`src/rtl/dau_pkg.sv`:
```
package dau_pkg;
  localparam int ADDR_W    = 16;
  localparam int DATA_W    = 8;
  localparam int DISP_W    = 6;
  localparam int REG_CNT   = 32;
  localparam int IO_CNT    = 64;
  localparam int EXT_CNT   = 160;
  localparam int SRAM_CNT  = 2048;
  localparam int PTR_FIRST = 26;
  localparam int NPTR      = 3;
  localparam int NREGION   = 4;

  typedef enum logic [2:0] {
    AM_DIRECT  = 3'd0,
    AM_IND     = 3'd1,
    AM_DISP    = 3'd2,
    AM_PREDEC  = 3'd3,
    AM_POSTINC = 3'd4
  } amode_t;
endpackage

```
`src/rtl/dau_ptr_file.sv`:
```
module dau_ptr_file #(
  parameter int DATA_W = 8,
  parameter int NPTR   = 3,
  localparam int PW    = 2 * DATA_W,
  localparam int NB    = 2 * NPTR,
  localparam int IDX_W = $clog2(NB),
  localparam int SEL_W = $clog2(NPTR)
) (
  input  logic                       clk,
  input  logic                       rst,
  input  logic                       wb_en,
  input  logic [SEL_W-1:0]           wb_sel,
  input  logic [PW-1:0]              wb_val,
  input  logic                       st_en,
  input  logic [IDX_W-1:0]           st_idx,
  input  logic [DATA_W-1:0]          st_data,
  output logic [NPTR-1:0][PW-1:0]    ptrs
);
  logic [DATA_W-1:0] bytes_q [NB];

  for (genvar b = 0; b < NB; b++) begin : g_byte
    localparam logic [SEL_W-1:0] OWNER = SEL_W'(b / 2);
    localparam logic [IDX_W-1:0] MYIDX = IDX_W'(b);
    logic [DATA_W-1:0] wb_byte;
    if (b % 2 == 0) begin : g_lo
      assign wb_byte = wb_val[DATA_W-1:0];
    end else begin : g_hi
      assign wb_byte = wb_val[PW-1:DATA_W];
    end
    always_ff @(posedge clk) begin
      if (rst)
        bytes_q[b] <= '0;
      else if (wb_en && wb_sel == OWNER)
        bytes_q[b] <= wb_byte;
      else if (st_en && st_idx == MYIDX)
        bytes_q[b] <= st_data;
    end
  end

  for (genvar p = 0; p < NPTR; p++) begin : g_ptr
    assign ptrs[p] = {bytes_q[2*p+1], bytes_q[2*p]};
  end
endmodule

```
`src/rtl/dau_ea_calc.sv`:
```
module dau_ea_calc
  import dau_pkg::*;
#(
  parameter int AW = 16,
  parameter int DW = 6
) (
  input  logic [2:0]    mode,
  input  logic          base_is_x,
  input  logic [AW-1:0] base,
  input  logic [DW-1:0] disp,
  input  logic [AW-1:0] dir_addr,
  output logic [AW-1:0] ea,
  output logic [AW-1:0] new_ptr,
  output logic          wb
);
  always_comb begin
    ea      = base;
    new_ptr = base;
    wb      = 1'b0;
    case (mode)
      AM_DIRECT:  ea = dir_addr;
      AM_IND:     ea = base;
      AM_DISP:    ea = base_is_x ? base : base + AW'(disp);
      AM_PREDEC: begin
        new_ptr = base - AW'(1);
        ea      = new_ptr;
        wb      = 1'b1;
      end
      AM_POSTINC: begin
        new_ptr = base + AW'(1);
        ea      = base;
        wb      = 1'b1;
      end
      default:    ea = base;
    endcase
  end
endmodule

```
`src/rtl/dau_region_dec.sv`:
```
module dau_region_dec #(
  parameter int AW       = 16,
  parameter int REG_CNT  = 32,
  parameter int IO_CNT   = 64,
  parameter int EXT_CNT  = 160,
  parameter int SRAM_CNT = 2048,
  localparam int NR      = 4,
  localparam int OFS_W   = $clog2(SRAM_CNT)
) (
  input  logic [AW-1:0]    ea,
  output logic [NR-1:0]    sel,
  output logic [OFS_W-1:0] offset,
  output logic             oor
);
  localparam int BASE [NR] = '{0, REG_CNT, REG_CNT + IO_CNT, REG_CNT + IO_CNT + EXT_CNT};
  localparam int SIZE [NR] = '{REG_CNT, IO_CNT, EXT_CNT, SRAM_CNT};

  logic [NR-1:0][OFS_W-1:0] ofs_r;

  for (genvar i = 0; i < NR; i++) begin : g_reg
    logic [AW-1:0] rel;
    assign rel      = ea - AW'(BASE[i]);
    assign sel[i]   = rel < AW'(SIZE[i]);
    assign ofs_r[i] = sel[i] ? rel[OFS_W-1:0] : '0;
  end

  always_comb begin
    offset = '0;
    for (int i = 0; i < NR; i++) offset = offset | ofs_r[i];
  end

  assign oor = ~|sel;
endmodule

```
`src/rtl/data_addr_unit.sv`:
```
module data_addr_unit
  import dau_pkg::*;
#(
  parameter int AW        = ADDR_W,
  parameter int DW        = DATA_W,
  parameter int DSW       = DISP_W,
  parameter int N_REG     = REG_CNT,
  parameter int N_IO      = IO_CNT,
  parameter int N_EXT     = EXT_CNT,
  parameter int N_SRAM    = SRAM_CNT,
  parameter int PTR_BASE  = PTR_FIRST,
  localparam int OFS_W    = $clog2(N_SRAM),
  localparam int NB       = 2 * NPTR,
  localparam int IDX_W    = $clog2(NB),
  localparam int SEL_W    = $clog2(NPTR)
) (
  input  logic             clk,
  input  logic             rst,
  input  logic             req_valid,
  input  logic [2:0]       req_mode,
  input  logic [1:0]       req_ptr,
  input  logic [DSW-1:0]   req_disp,
  input  logic [AW-1:0]    req_addr,
  input  logic             req_write,
  input  logic [DW-1:0]    req_wdata,
  input  logic [DW-1:0]    fab_rdata,
  output logic             req_ready,
  output logic             acc_valid,
  output logic             acc_write,
  output logic [DW-1:0]    acc_wdata,
  output logic [AW-1:0]    acc_addr,
  output logic [3:0]       acc_sel,
  output logic [OFS_W-1:0] acc_offset,
  output logic             acc_oor,
  output logic             stall,
  output logic [DW-1:0]    core_rdata,
  output logic [AW-1:0]    ptr_x,
  output logic [AW-1:0]    ptr_y,
  output logic [AW-1:0]    ptr_z
);
  logic                      accept;
  logic [SEL_W-1:0]          psel;
  logic [NPTR-1:0][AW-1:0]   ptrs;
  logic [AW-1:0]             base, ea, new_ptr, st_rel;
  logic                      calc_wb, st_hit;
  logic [3:0]                sel_d;
  logic [OFS_W-1:0]          ofs_d;
  logic                      oor_d;

  assign accept = req_valid && !stall;
  assign psel   = (req_ptr > 2'(NPTR - 1)) ? SEL_W'(NPTR - 1) : SEL_W'(req_ptr);
  assign base   = ptrs[psel];

  dau_ea_calc #(.AW(AW), .DW(DSW)) u_ea (
    .mode      (req_mode),
    .base_is_x (psel == '0),
    .base      (base),
    .disp      (req_disp),
    .dir_addr  (req_addr),
    .ea        (ea),
    .new_ptr   (new_ptr),
    .wb        (calc_wb)
  );

  assign st_rel = ea - AW'(PTR_BASE);
  assign st_hit = st_rel < AW'(NB);

  dau_ptr_file #(.DATA_W(DW), .NPTR(NPTR)) u_ptrs (
    .clk     (clk),
    .rst     (rst),
    .wb_en   (accept && calc_wb),
    .wb_sel  (psel),
    .wb_val  (new_ptr),
    .st_en   (accept && req_write && st_hit),
    .st_idx  (st_rel[IDX_W-1:0]),
    .st_data (req_wdata),
    .ptrs    (ptrs)
  );

  dau_region_dec #(
    .AW(AW), .REG_CNT(N_REG), .IO_CNT(N_IO), .EXT_CNT(N_EXT), .SRAM_CNT(N_SRAM)
  ) u_dec (
    .ea     (ea),
    .sel    (sel_d),
    .offset (ofs_d),
    .oor    (oor_d)
  );

  always_ff @(posedge clk) begin
    if (rst) begin
      acc_valid  <= 1'b0;
      acc_write  <= 1'b0;
      acc_wdata  <= '0;
      acc_addr   <= '0;
      acc_sel    <= '0;
      acc_offset <= '0;
      acc_oor    <= 1'b0;
      stall      <= 1'b0;
    end else if (accept) begin
      acc_valid  <= 1'b1;
      acc_write  <= req_write;
      acc_wdata  <= req_wdata;
      acc_addr   <= ea;
      acc_sel    <= sel_d;
      acc_offset <= ofs_d;
      acc_oor    <= oor_d;
      stall      <= sel_d[3];
    end else if (stall) begin
      stall      <= 1'b0;
    end else begin
      acc_valid  <= 1'b0;
    end
  end

  assign req_ready  = !stall;
  assign core_rdata = acc_oor ? '0 : fab_rdata;
  assign ptr_x      = ptrs[0];
  assign ptr_y      = ptrs[1];
  assign ptr_z      = ptrs[2];
endmodule

```
`config.mk`:
```
export PLATFORM = sky130hd
export DESIGN_NAME = data_addr_unit
export DESIGN_NICKNAME = d
export VERILOG_FILES = /design/src/rtl/dau_pkg.sv /design/src/rtl/dau_ptr_file.sv /design/src/rtl/dau_ea_calc.sv /design/src/rtl/dau_region_dec.sv /design/src/rtl/data_addr_unit.sv
export SDC_FILE = /design/constraint.sdc
export NUM_CORES = 1
export LEC_CHECK = 0
export CAP_MARGIN = 25
export CORE_MARGIN = 1.5
export CORE_UTILIZATION = 65
export DETAILED_ROUTE_END_ITERATION = 8
export DONT_BUFFER_PORTS = 1
export MAX_ROUTING_LAYER = met4
export PLACE_DENSITY = 0.79
export SYNTH_ARGS = -nofsm -noshare
export SYNTH_HDL_FRONTEND = slang
export SYNTH_HIERARCHICAL = 1
export SYNTH_SLANG_ARGS = --single-unit
```
`constraint.sdc`:
```
create_clock -name clk -period 9.2 [get_ports clk]
set_input_delay 1.84 -clock clk [delete_from_list [all_inputs] [get_ports clk]]
set_output_delay 1.84 -clock clk [all_outputs]
set_load 0.005 [all_outputs]
```
== Word level (Yosys, flattened, before mapping) ==
Memory sizes are Yosys's and may differ from the RTL's.
Cells that the tools add are included.

* Word-level logic and storage cells: 132
* Output and inout bits: 100
* RAM bits: 48
* Register bits: 43
* Input port bits: 47
* Memories kept: 1

{| class="wikitable"
|+ Memories
! memory !! words !! width !! read ports !! clocked after Yosys merged registers in !! wr ports !! RTL line !! source
|-
| u_ptrs.bytes_q || 6 || 8 || 6 || 0 || 6 || dau_ptr_file.sv:19 || <nowiki>logic [DATA_W-1:0] bytes_q [NB];</nowiki>
|}

* Order comparisons: 7
* Reductions and logical operators: 21
* Bitwise gates (word level): 16
* Equal/unequal tests: 11
* Muxes and demuxes: 61
* $add $sub $neg: 7

{| class="wikitable"
|+ Operator list
! kind !! count
|-
| 8-bit 2-to-1 mux || 13
|-
| 16-bit one-hot mux with 3 select lines || 1
|-
| 11-bit 2-to-1 mux || 4
|-
| 1-bit 2-to-1 mux || 38
|-
| 11-bit OR || 3
|-
| 16-bit binary-select mux with 2-bit select || 1
|-
| 16-bit 2-to-1 mux || 2
|-
| 16-bit one-hot mux with 2 select lines || 1
|-
| 16-bit by 1-bit adder with 16-bit output, second input constant || 1
|-
| 16-bit by 6-bit adder with 16-bit output || 1
|-
| 16-bit by 12-bit < comparator with 1-bit output, second input constant || 1
|-
| 16-bit by 3-bit < comparator with 1-bit output, second input constant || 1
|-
| 16-bit by 6-bit < comparator with 1-bit output, second input constant || 1
|-
| 16-bit by 7-bit < comparator with 1-bit output, second input constant || 1
|-
| 16-bit by 8-bit < comparator with 1-bit output, second input constant || 1
|-
| 16-bit by 1-bit subtractor with 16-bit output, second input constant || 1
|-
| 16-bit by 5-bit subtractor with 16-bit output, second input constant || 1
|-
| 16-bit by 6-bit subtractor with 16-bit output, second input constant || 1
|-
| 16-bit by 7-bit subtractor with 16-bit output, second input constant || 1
|-
| 16-bit by 9-bit subtractor with 16-bit output, second input constant || 1
|-
| 1-bit logical AND || 13
|-
| 3-bit by 2-bit equality test with 1-bit output, second input constant || 4
|-
| 1-bit OR || 12
|-
| 3-bit equality test, second input constant || 3
|-
| other kinds (13) || 16
|}

== Longest topological paths before layout ==
Gate-level depths: netlist (run 1).

* Depth after elaboration: 16
* Gate-level depth with buffers: 23
* Gate-level depth less buffers: 20

== Cells and area by module ==
The synthesis (run 1) kept the hierarchy.

{| class="wikitable"
|+ Modules (own cells, without submodules)
! module !! cells each !! area an instance (um^2) !! times used !! seq. area each (um^2)
|-
| dau_ptr_file || 129 || 2,153.3 || 1 || 1,441.4
|-
| data_addr_unit || 287 || 2,087.0 || 1 || 860.8
|-
| dau_ea_calc || 287 || 1,859.3 || 1 || 0.0
|-
| dau_region_dec || 87 || 654.4 || 1 || 0.0
|}

== Worst setup path before layout (run 1) ==
OpenSTA, ideal clock, no wires.

* Path kind: input -> register
* Start: input req_ptr[1]
* End: memory u_ptrs.bytes_q[2][0] (enable)
* Setup slack: 2,248 ps
* Stages: 16
* Data arrival time: 6,568 ps
* Path buffers: 2
* Library setup time: 384 ps
* Required time: 8,816 ps
* Cells stage by stage: clkbuf_1 > clkbuf_1 > o21ai_0 > ha_1 > nor2b_1 > o31ai_1 > a2111oi_0 > a211o_1 > a21oi_1 > nor3_1 > and3b_1 > o21ai_0 > a22oi_1 > nor4_2 > nand3b_1 > o21ai_0

{| class="wikitable"
|+ RTL lines
! what !! RTL line !! source
|-
| start, declared || data_addr_unit.sv:21 || <nowiki>input logic [1:0] req_ptr,</nowiki>
|-
| end, declared || dau_ptr_file.sv:19 ||
|}

== Final worst setup path (run 1) ==
* Start: input req_ptr[0]
* End: register acc_offset[3]

* Cells in the longest elaborated chain, start to end: 13
* Elaborated cells between the ends (all ways): 23
* Those cells by class: add/sub (5); order compare (5); mux (9); bitwise (3); reduce/logical (1)

{| class="wikitable"
|+ Ends and longest elaborated chain
! what !! RTL line !! source
|-
| 2-bit > comparator || data_addr_unit.sv:51 || <nowiki>assign psel = (req_ptr > 2'(NPTR - 1)) ? SEL_W'(NPTR - 1) : SEL_W'(req_ptr);</nowiki>
|-
| 2-bit 2-to-1 mux * || data_addr_unit.sv:51 ||
|-
| 16-bit binary-select mux with 2-bit select * || data_addr_unit.sv:52 || <nowiki>assign base = ptrs[psel];</nowiki>
|-
| 16-bit 2-to-1 mux (implied by the code) * || data_addr_unit.sv:52 ||
|-
| via base[0] || data_addr_unit.sv:44 || <nowiki>logic [AW-1:0] base, ea, new_ptr, st_rel;</nowiki>
|-
| 16-bit by 6-bit adder with 16-bit output || dau_ea_calc.sv:23 || <nowiki>AM_DISP: ea = base_is_x ? base : base + AW'(disp);</nowiki>
|-
| 16-bit 2-to-1 mux || dau_ea_calc.sv:23 ||
|-
| 16-bit one-hot mux with 3 select lines * || dau_ea_calc.sv:20 || <nowiki>case (mode)</nowiki>
|-
| via ea[8] || data_addr_unit.sv:44 ||
|-
| 16-bit by 6-bit subtractor with 16-bit output || dau_region_dec.sv:22 || <nowiki>assign rel = ea - AW'(BASE[i]);</nowiki>
|-
| 16-bit by 7-bit < comparator with 1-bit output || dau_region_dec.sv:23 || <nowiki>assign sel[i] = rel < AW'(SIZE[i]);</nowiki>
|-
| 11-bit 2-to-1 mux || dau_region_dec.sv:24 || <nowiki>assign ofs_r[i] = sel[i] ? rel[OFS_W-1:0] : '0;</nowiki>
|-
| 11-bit OR (2 in series) || dau_region_dec.sv:29 || <nowiki>for (int i = 0; i < NR; i++) offset = offset | ofs_r[i];</nowiki>
|-
| 11-bit OR * || dau_region_dec.sv:29 ||
|-
| via ofs_d[3] || data_addr_unit.sv:47 || <nowiki>logic [OFS_W-1:0] ofs_d;</nowiki>
|-
| end signal, assigned || data_addr_unit.sv:105 || <nowiki>acc_offset <= ofs_d;</nowiki>
|-
| end, declared || data_addr_unit.sv:33 || <nowiki>output logic [OFS_W-1:0] acc_offset,</nowiki>
|}

Mark *: on every way through the listed nets, which the timed path passes. The rest lies on a longest branch. The select of a mux whose other input is x is not followed.
A chain may end at the register's enable or synchronous reset.

==> metrics.csv, run 1 <==
metric;value;unit
total track usage;0.388;
Inst Count DP;893;
Clock H-tree levels;3;
synth warn;6;
sw frac;0.337;
cells after synthesis;790;
DP Wirelength;15400;um
fin. max-slew vios;0;
ys flop type;edfxtp_1;
Clk network pwr share;0.287;
share of the synthesized area in the top cell type;0.213;
syn_area_per_cell;8.55;um^2
Worst Tran Pin Value;1070;ps
DR vias;6523;
# rows;37;
hold_buf cts;0;
clk_skew;11.7;ps
clock slew at reported path FFs;100;ps
RSZ-0062 raised after global routing;no;
crit path kind;in2reg;
Post-synth EDFFs;48;
Arrival @ worst endpoint;6890;ps
I/O Pins;147;
total CTS buffers;9;
Core Area;0.0102;mm^2
Max VDD drop;0.174;mV
Logic pwr share;0.275;
Layout Cells excl Fill;912;
global-route wire length before repair;32600;um
Seq/Total Area, Yosys;0.341;
Synth cell types;88;
max_slew headroom;0.277;
WP data required;9460;ps
Synth area leader;edfxtp_1;
Cell Pwr Density;150;mW/mm^2
Syn Nets;851;
clock sink total;91;
synth top area cells;edfxtp_1 (21%), dfxtp_1 (13%), nand2_1 (7.6%);
CTS Root Cell;clkbuf_8;
Area Growth Syn to Fin;4.95;%
top cells by count, synth;nand2_1 (137), a21oi_1 (65), a22o_1 (51);
number of vias per cell;7.15;
P_sw;0.359;mW
setup tns final;0;ps
Post-CTS Resized;0;
CTS tree;yes;
Initial Utilization;0.663;
DRT iter0 DRCs;775;
Worst Hold Class;reg2reg;
die footprint;0.0110;mm^2
max-cap violation count;0;
largest net degree at the start of global routing;56;
final period utilization;0.720;
first-pass detailed-route iteration total;5;
status;complete, no violations;
IO buf count;0;
Tot Pwr;1.07;mW
grt ovf;0;
GPL Wtd Cong;0.974;
endpoints failing setup;0;
Residual DRC;0;
Diodes inserted;0;
Max clock buf depth;2;
mapped cell area;0.00675;mm^2
Worst-Skew Late Latency;370;ps
Async SR Flop Fraction;0;
wire per inst;23.2;um
Die H;105;um
#FFs+latches synth;91;
f_max;0.151;GHz
Int Pwr;0.707;mW
vias in the first global route;6195;
Die Wd;105;um
Final Hold Fails;0;
sequential fraction of design power;0.438;
CP max FO;18;
Period minus WS final;6620;ps
Detailed Route WL;21200;um
Worst setup EP type;register;
initial antenna violation count;0;
CP Launch Type;input port;
Post-DRT Antenna Nets;0;
Nets;832;
Leak Pwr;2.53;nW
top-count cell post-synth;nand2_1;
layout cells sized above 1;0.103;
Post-CTS Setup Bufs;0;
-- per-stage QoR --
| step | setup WS, ps | hold WS [ps] | area [um^2] | util |
|---|---|---|---|---|
| global route | 2230 | 487 | 7090 | 0.696 |
| CTS | 1810 | 474 | 7070 | 0.694 |
| floorplan | 2250 | 453 | 6750 | - |
| global placement | 1870 | 459 | 6840 | 0.672 |
| detailed placement | 1450 | 460 | 6840 | 0.672 |
| finish | 2580 | 472 | 7090 | 0.696 |
-- worst max-delay path, cell delays in order --
cell and delay, ps:
mux2i_1 150, o21ai_0 90, buf_4 190, ha_1 240, inv_1 70, fa_1 210, nor2b_1 70, o31ai_1 790
a211oi_1 200, mux2i_1 230, nand3_1 430, inv_1 270, ha_1 300, nor4b_1 550, nor4_1 120, a31oi_1 280
a2111oi_4 100, a211oi_2 520, nor2b_1 100, nand2_1 80, a21oi_1 60
-- layout make-up --
class	instances	area, um^2
multi-input cells	617	4100
fillers	795	3100
flip-flops and latches	91	2300
repair buffers	26	195
well taps	136	170
clock buffers	10	128
inverters	26	97.6
clock inverters	6	95.1
-- placed cells by master (no fill, tap or decap), types with 13 or more instances in the layout --
cell	count
nor3_1	13
o21ai_0	37
nor2b_1	16
ha_1	13
a21oi_1	65
nand2_1	137
a22oi_1	13
a22o_1	51
xnor2_1	19
nand3_1	15
dfxtp_1	43
inv_1	25
buf_4	25
edfxtp_1	48
nor2_1	38
xor2_1	14
mux2i_1	19
-- kinds of logic after synthesis --
kind of cell	synth area share
and+or+nand+nor	0.234
AOI/OAI and AO/OA	0.275
DFF	0.341
buffers and inverters	0.0524
xor gates and xnor gates	0.0428
muxes	0.0282
adders and majority gates	0.0270
-- worst paths after layout --
path | from | to | slack [ps] | depth (start not counted)
setup reg to reg | u_ptrs/bytes_q[0][0] | acc_offset[3] | 3590 | 21
hold / removal | acc_valid | acc_valid | 470 | 2
hold reg to reg | acc_valid | acc_valid | 470 | 2
setup / recovery | req_ptr[0] | acc_offset[3] | 2580 | 21
-- state kept, by name, summed over array words and instances, names as in the netlist --
name,flops
acc_offset,11
acc_wdata,8
stall,1
acc_oor,1
acc_sel,4
acc_valid,1
u_ptrs/bytes_q,48
acc_write,1
acc_addr,16
-- per-layer routing --
layer  vias up  global-route usage  routed length (um)
li1       2893                   -                   -
met1      3116               0.471                7860
met2       433               0.617               10200
met3        81              0.0942                2330
met4         0               0.168                 833
met5         -                   -                   0
-- power groups by stage --
stage | Clock [mW] | Sequential [mW] | Combinational, mW
6_report | 0.307 | 0.467 | 0.293
5_1_grt | 0.319 | 0.469 | 0.317
4_1_cts | 0.304 | 0.467 | 0.285
3_5_place_dp | 0 | 0.476 | 0.283
3_3_place_gp | 0 | 0.475 | 0.277
2_1_floorplan | 0 | 0.469 | 0.226
No activity file was read; power rests on OpenSTA's default activity.
==> inputs of run 2 (changes only) <==
CORE_UTILIZATION = 59   (was 65)
PLACE_DENSITY = 0.76   (was 0.79)
clock period = 5.4 ns   (was 9.2 ns; I/O delays follow)
==> run 2 against run 1 <==
Against the previous run: via count up 1.4%; sequential share of layout area is 2.2 points lower; die area up 9.9%; register-to-register slack worse by 3000 ps; worst setup slack got worse by 2300 ps; global-route usage decreased by 1.3 points; flip-flop and latch count stayed put; clock skew increased by 2.9 ps; clock-buffer cell count down 1; worst hold slack improved by 4.3 ps; critical endpoint is now u_ptrs/bytes_q[3][5].
==> metrics.csv, run 2 (same netlist as run 1, synthesis figures left out) <==
metric;value;unit;change
Detailed Route WL;22800;um;+7.4%
Final Hold Fails;0;;unchanged
final period utilization;0.948;;
Residual DRC;0;;unchanged
R2R Path Start;u_ptrs/bytes_q[0][3];;
DR vias;6614;;+1.4%
Cell Pwr Density;262;mW/mm^2;+74%
Post-DRT Antenna Nets;0;;unchanged
largest net degree at the start of global routing;56;;unchanged
Die H;110;um;+4.8%
CP max FO;18;;unchanged
Endpoint, Worst Hold;acc_addr[7];;
R2R setup slack;580;ps;-3010 ps
R2R cell count;18;;-14%
status;complete, no violations;;
CP Launch Type;input port;;
clk_skew;14.6;ps;+2.86 ps
layout cells sized above 1;0.164;;+0.0613
hold_buf cts;0;;unchanged
vias in the first global route;6207;;+0.19%
clock slew at reported path FFs;80;ps;-20 ps
Largest Register;u_ptrs/bytes_q;;
Core Area;0.0110;mm^2;+7.8%
clock sink total;91;;unchanged
Clock H-tree levels;3;;unchanged
max_slew headroom;0.355;;+0.0776
pre-CTS setup slack;-18.4;ps;-1470 ps
GPL Wtd Cong;0.984;;+0.98%
Worst Tran Pin Value;963;ps;-109 ps
Initial Utilization;0.615;;-0.0482
die footprint;0.0121;mm^2;+9.9%
Max VDD drop;0.230;mV;+32%
I/O Pins;147;;unchanged
f_max;0.195;GHz;
WHS Path Cells;2;;unchanged
Arrival @ worst endpoint;5340;ps;-1550 ps
first-pass detailed-route iteration total;8;;+3
max-cap violation count;0;;unchanged
Diodes inserted;0;;unchanged
Inst Count DP;940;;+5.3%
Nets;877;;+5.4%
crit path kind;in2reg;;
setup ws final;279;ps;-2300 ps
Period minus WS final;5120;ps;
Area Growth Syn to Fin;12.6;%;
total track usage;0.375;;-0.0130
CTS tree;yes;;
wire per inst;23.7;um;+1.9%
fin. max-slew vios;0;;unchanged
endpoints failing setup;0;;unchanged
biggest regs;u_ptrs/bytes_q x48, acc_addr x16, acc_offset x11;;
Die Wd;110;um;+4.8%
total CTS buffers;9;;unchanged
grt ovf;0;;unchanged
Worst-Skew Late Latency;350;ps;-20 ps
min-delay src;acc_addr[7];;
initial antenna violation count;0;;unchanged
post-layout util;0.692;;-0.00376
WP data required;5620;ps;-3840 ps
commonest cells after routing, fill and taps aside;nand2_1 (137), buf_4 (67), a21oi_1 (64);;
DRT iter0 DRCs;677;;-13%
IO buf count;0;;unchanged
commonest non-fill, non-tap cell in the layout;nand2_1;;
# rows;38;;+2.7%
Worst Hold Class;reg2reg;;
Layout Cells excl Fill;961;;+5.4%
Max clock buf depth;2;;unchanged
number of flip-flops under the largest register name;48;;unchanged
Leak Pwr;2.81;nW;+11%
number of vias per cell;6.88;;-3.8%
FF-to-FF End;u_ptrs/bytes_q[3][5];;
DP Wirelength;16700;um;+8.5%
CTS Root Cell;clkbuf_16;;
global-route wire length before repair;33200;um;+1.9%
Worst setup EP type;register;;
[run 2: changes by cell type in the layout (fill, tap and decap cells not counted), moves of 2 or more]
| cell | before | now |
|---|---|---|
| a31oi_1 | 10 | 8 |
| o21ai_0 | 37 | 34 |
| inv_8 | 0 | 2 |
| bufinv_16 | 2 | 0 |
| a31oi_2 | 0 | 2 |
| buf_12 | 0 | 3 |
| clkbuf_8 | 9 | 1 |
| o21ai_2 | 1 | 3 |
| buf_4 | 25 | 67 |
| clkbuf_16 | 0 | 9 |
[run 2: worst max-delay path, cell delays in order]
cell and delay, ps:
mux2i_1 90, o21ai_0 420, ha_1 320, o211ai_1 130, or2_2 310, a31oi_2 420, a31oi_1 140, a211o_1 310
nor3_1 280, and3b_1 250, nand4_1 100, xnor2_1 160, nor4_2 200, buf_4 180, nand3b_1 260, nor4_4 370
buf_4 190, a22o_1 120
[run 2: worst max path at each step]
stage / startpoint / slack [ps] / endpoint
2_1_floorplan: req_ptr[1] / 5 / u_ptrs/bytes_q[0][0]
3_3_place_gp: req_ptr[0] / 120 / u_ptrs/bytes_q[0][2]
3_5_place_dp: req_ptr[0] / -20 / u_ptrs/bytes_q[3][0]
4_1_cts: req_ptr[0] / 290 / u_ptrs/bytes_q[0][3]
5_1_grt: req_ptr[0] / -30 / u_ptrs/bytes_q[3][3]
6_report: req_ptr[0] / 280 / u_ptrs/bytes_q[3][5]
[run 2: power breakdown]
part | leakage [nW] | internal [mW] | switching (mW) | total, mW
sequential | 0.849 | 0.763 | 0.0335 | 0.796
combinational | 1.82 | 0.216 | 0.342 | 0.558
clock | 0.143 | 0.326 | 0.312 | 0.638
total | 2.81 | 1.30 | 0.688 | 1.99
[run 2: per-stage QoR]
step / hold slack [ps] / power, mW / instance area (um^2) / setup TNS [ps]
after CTS: 473 / 1.98 / 7540 / 0
after global placement: 460 / 1.34 / 7240 / 0
after floorplan: 453 / 1.19 / 6810 / 0
after detailed placement: 463 / 1.35 / 7240 / -18.4
after global routing: 495 / 2.06 / 7600 / -131
final: 476 / 1.99 / 7600 / 0
[run 2: routing by layer]
metal / wire [um] / global-route usage / vias up / share of wire
met5: 0 / - / - / 0
met4: 570 / 0.119 / 0 / 0.025
met3: 2280 / 0.0770 / 54 / 0.10
met2: 11300 / 0.644 / 431 / 0.50
met1: 8580 / 0.442 / 3143 / 0.38
li1: - / - / 2986 / -
[run 2: final cells by class]
type / instances / area [um^2]
clock inverter: 7 / 70.1
timing repair buffer: 71 / 577
tap: 140 / 175
clock buffer: 9 / 225
multi-input combinational: 617 / 4160
inverter: 26 / 97.6
fill: 866 / 3380
sequential: 91 / 2300
[run 2: timing repair]
item / 4_1_cts / 5_1_grt
setup endpoints to repair: 0 / 19
setup buffers: 0 / 3
gates resized for setup: 0 / 3
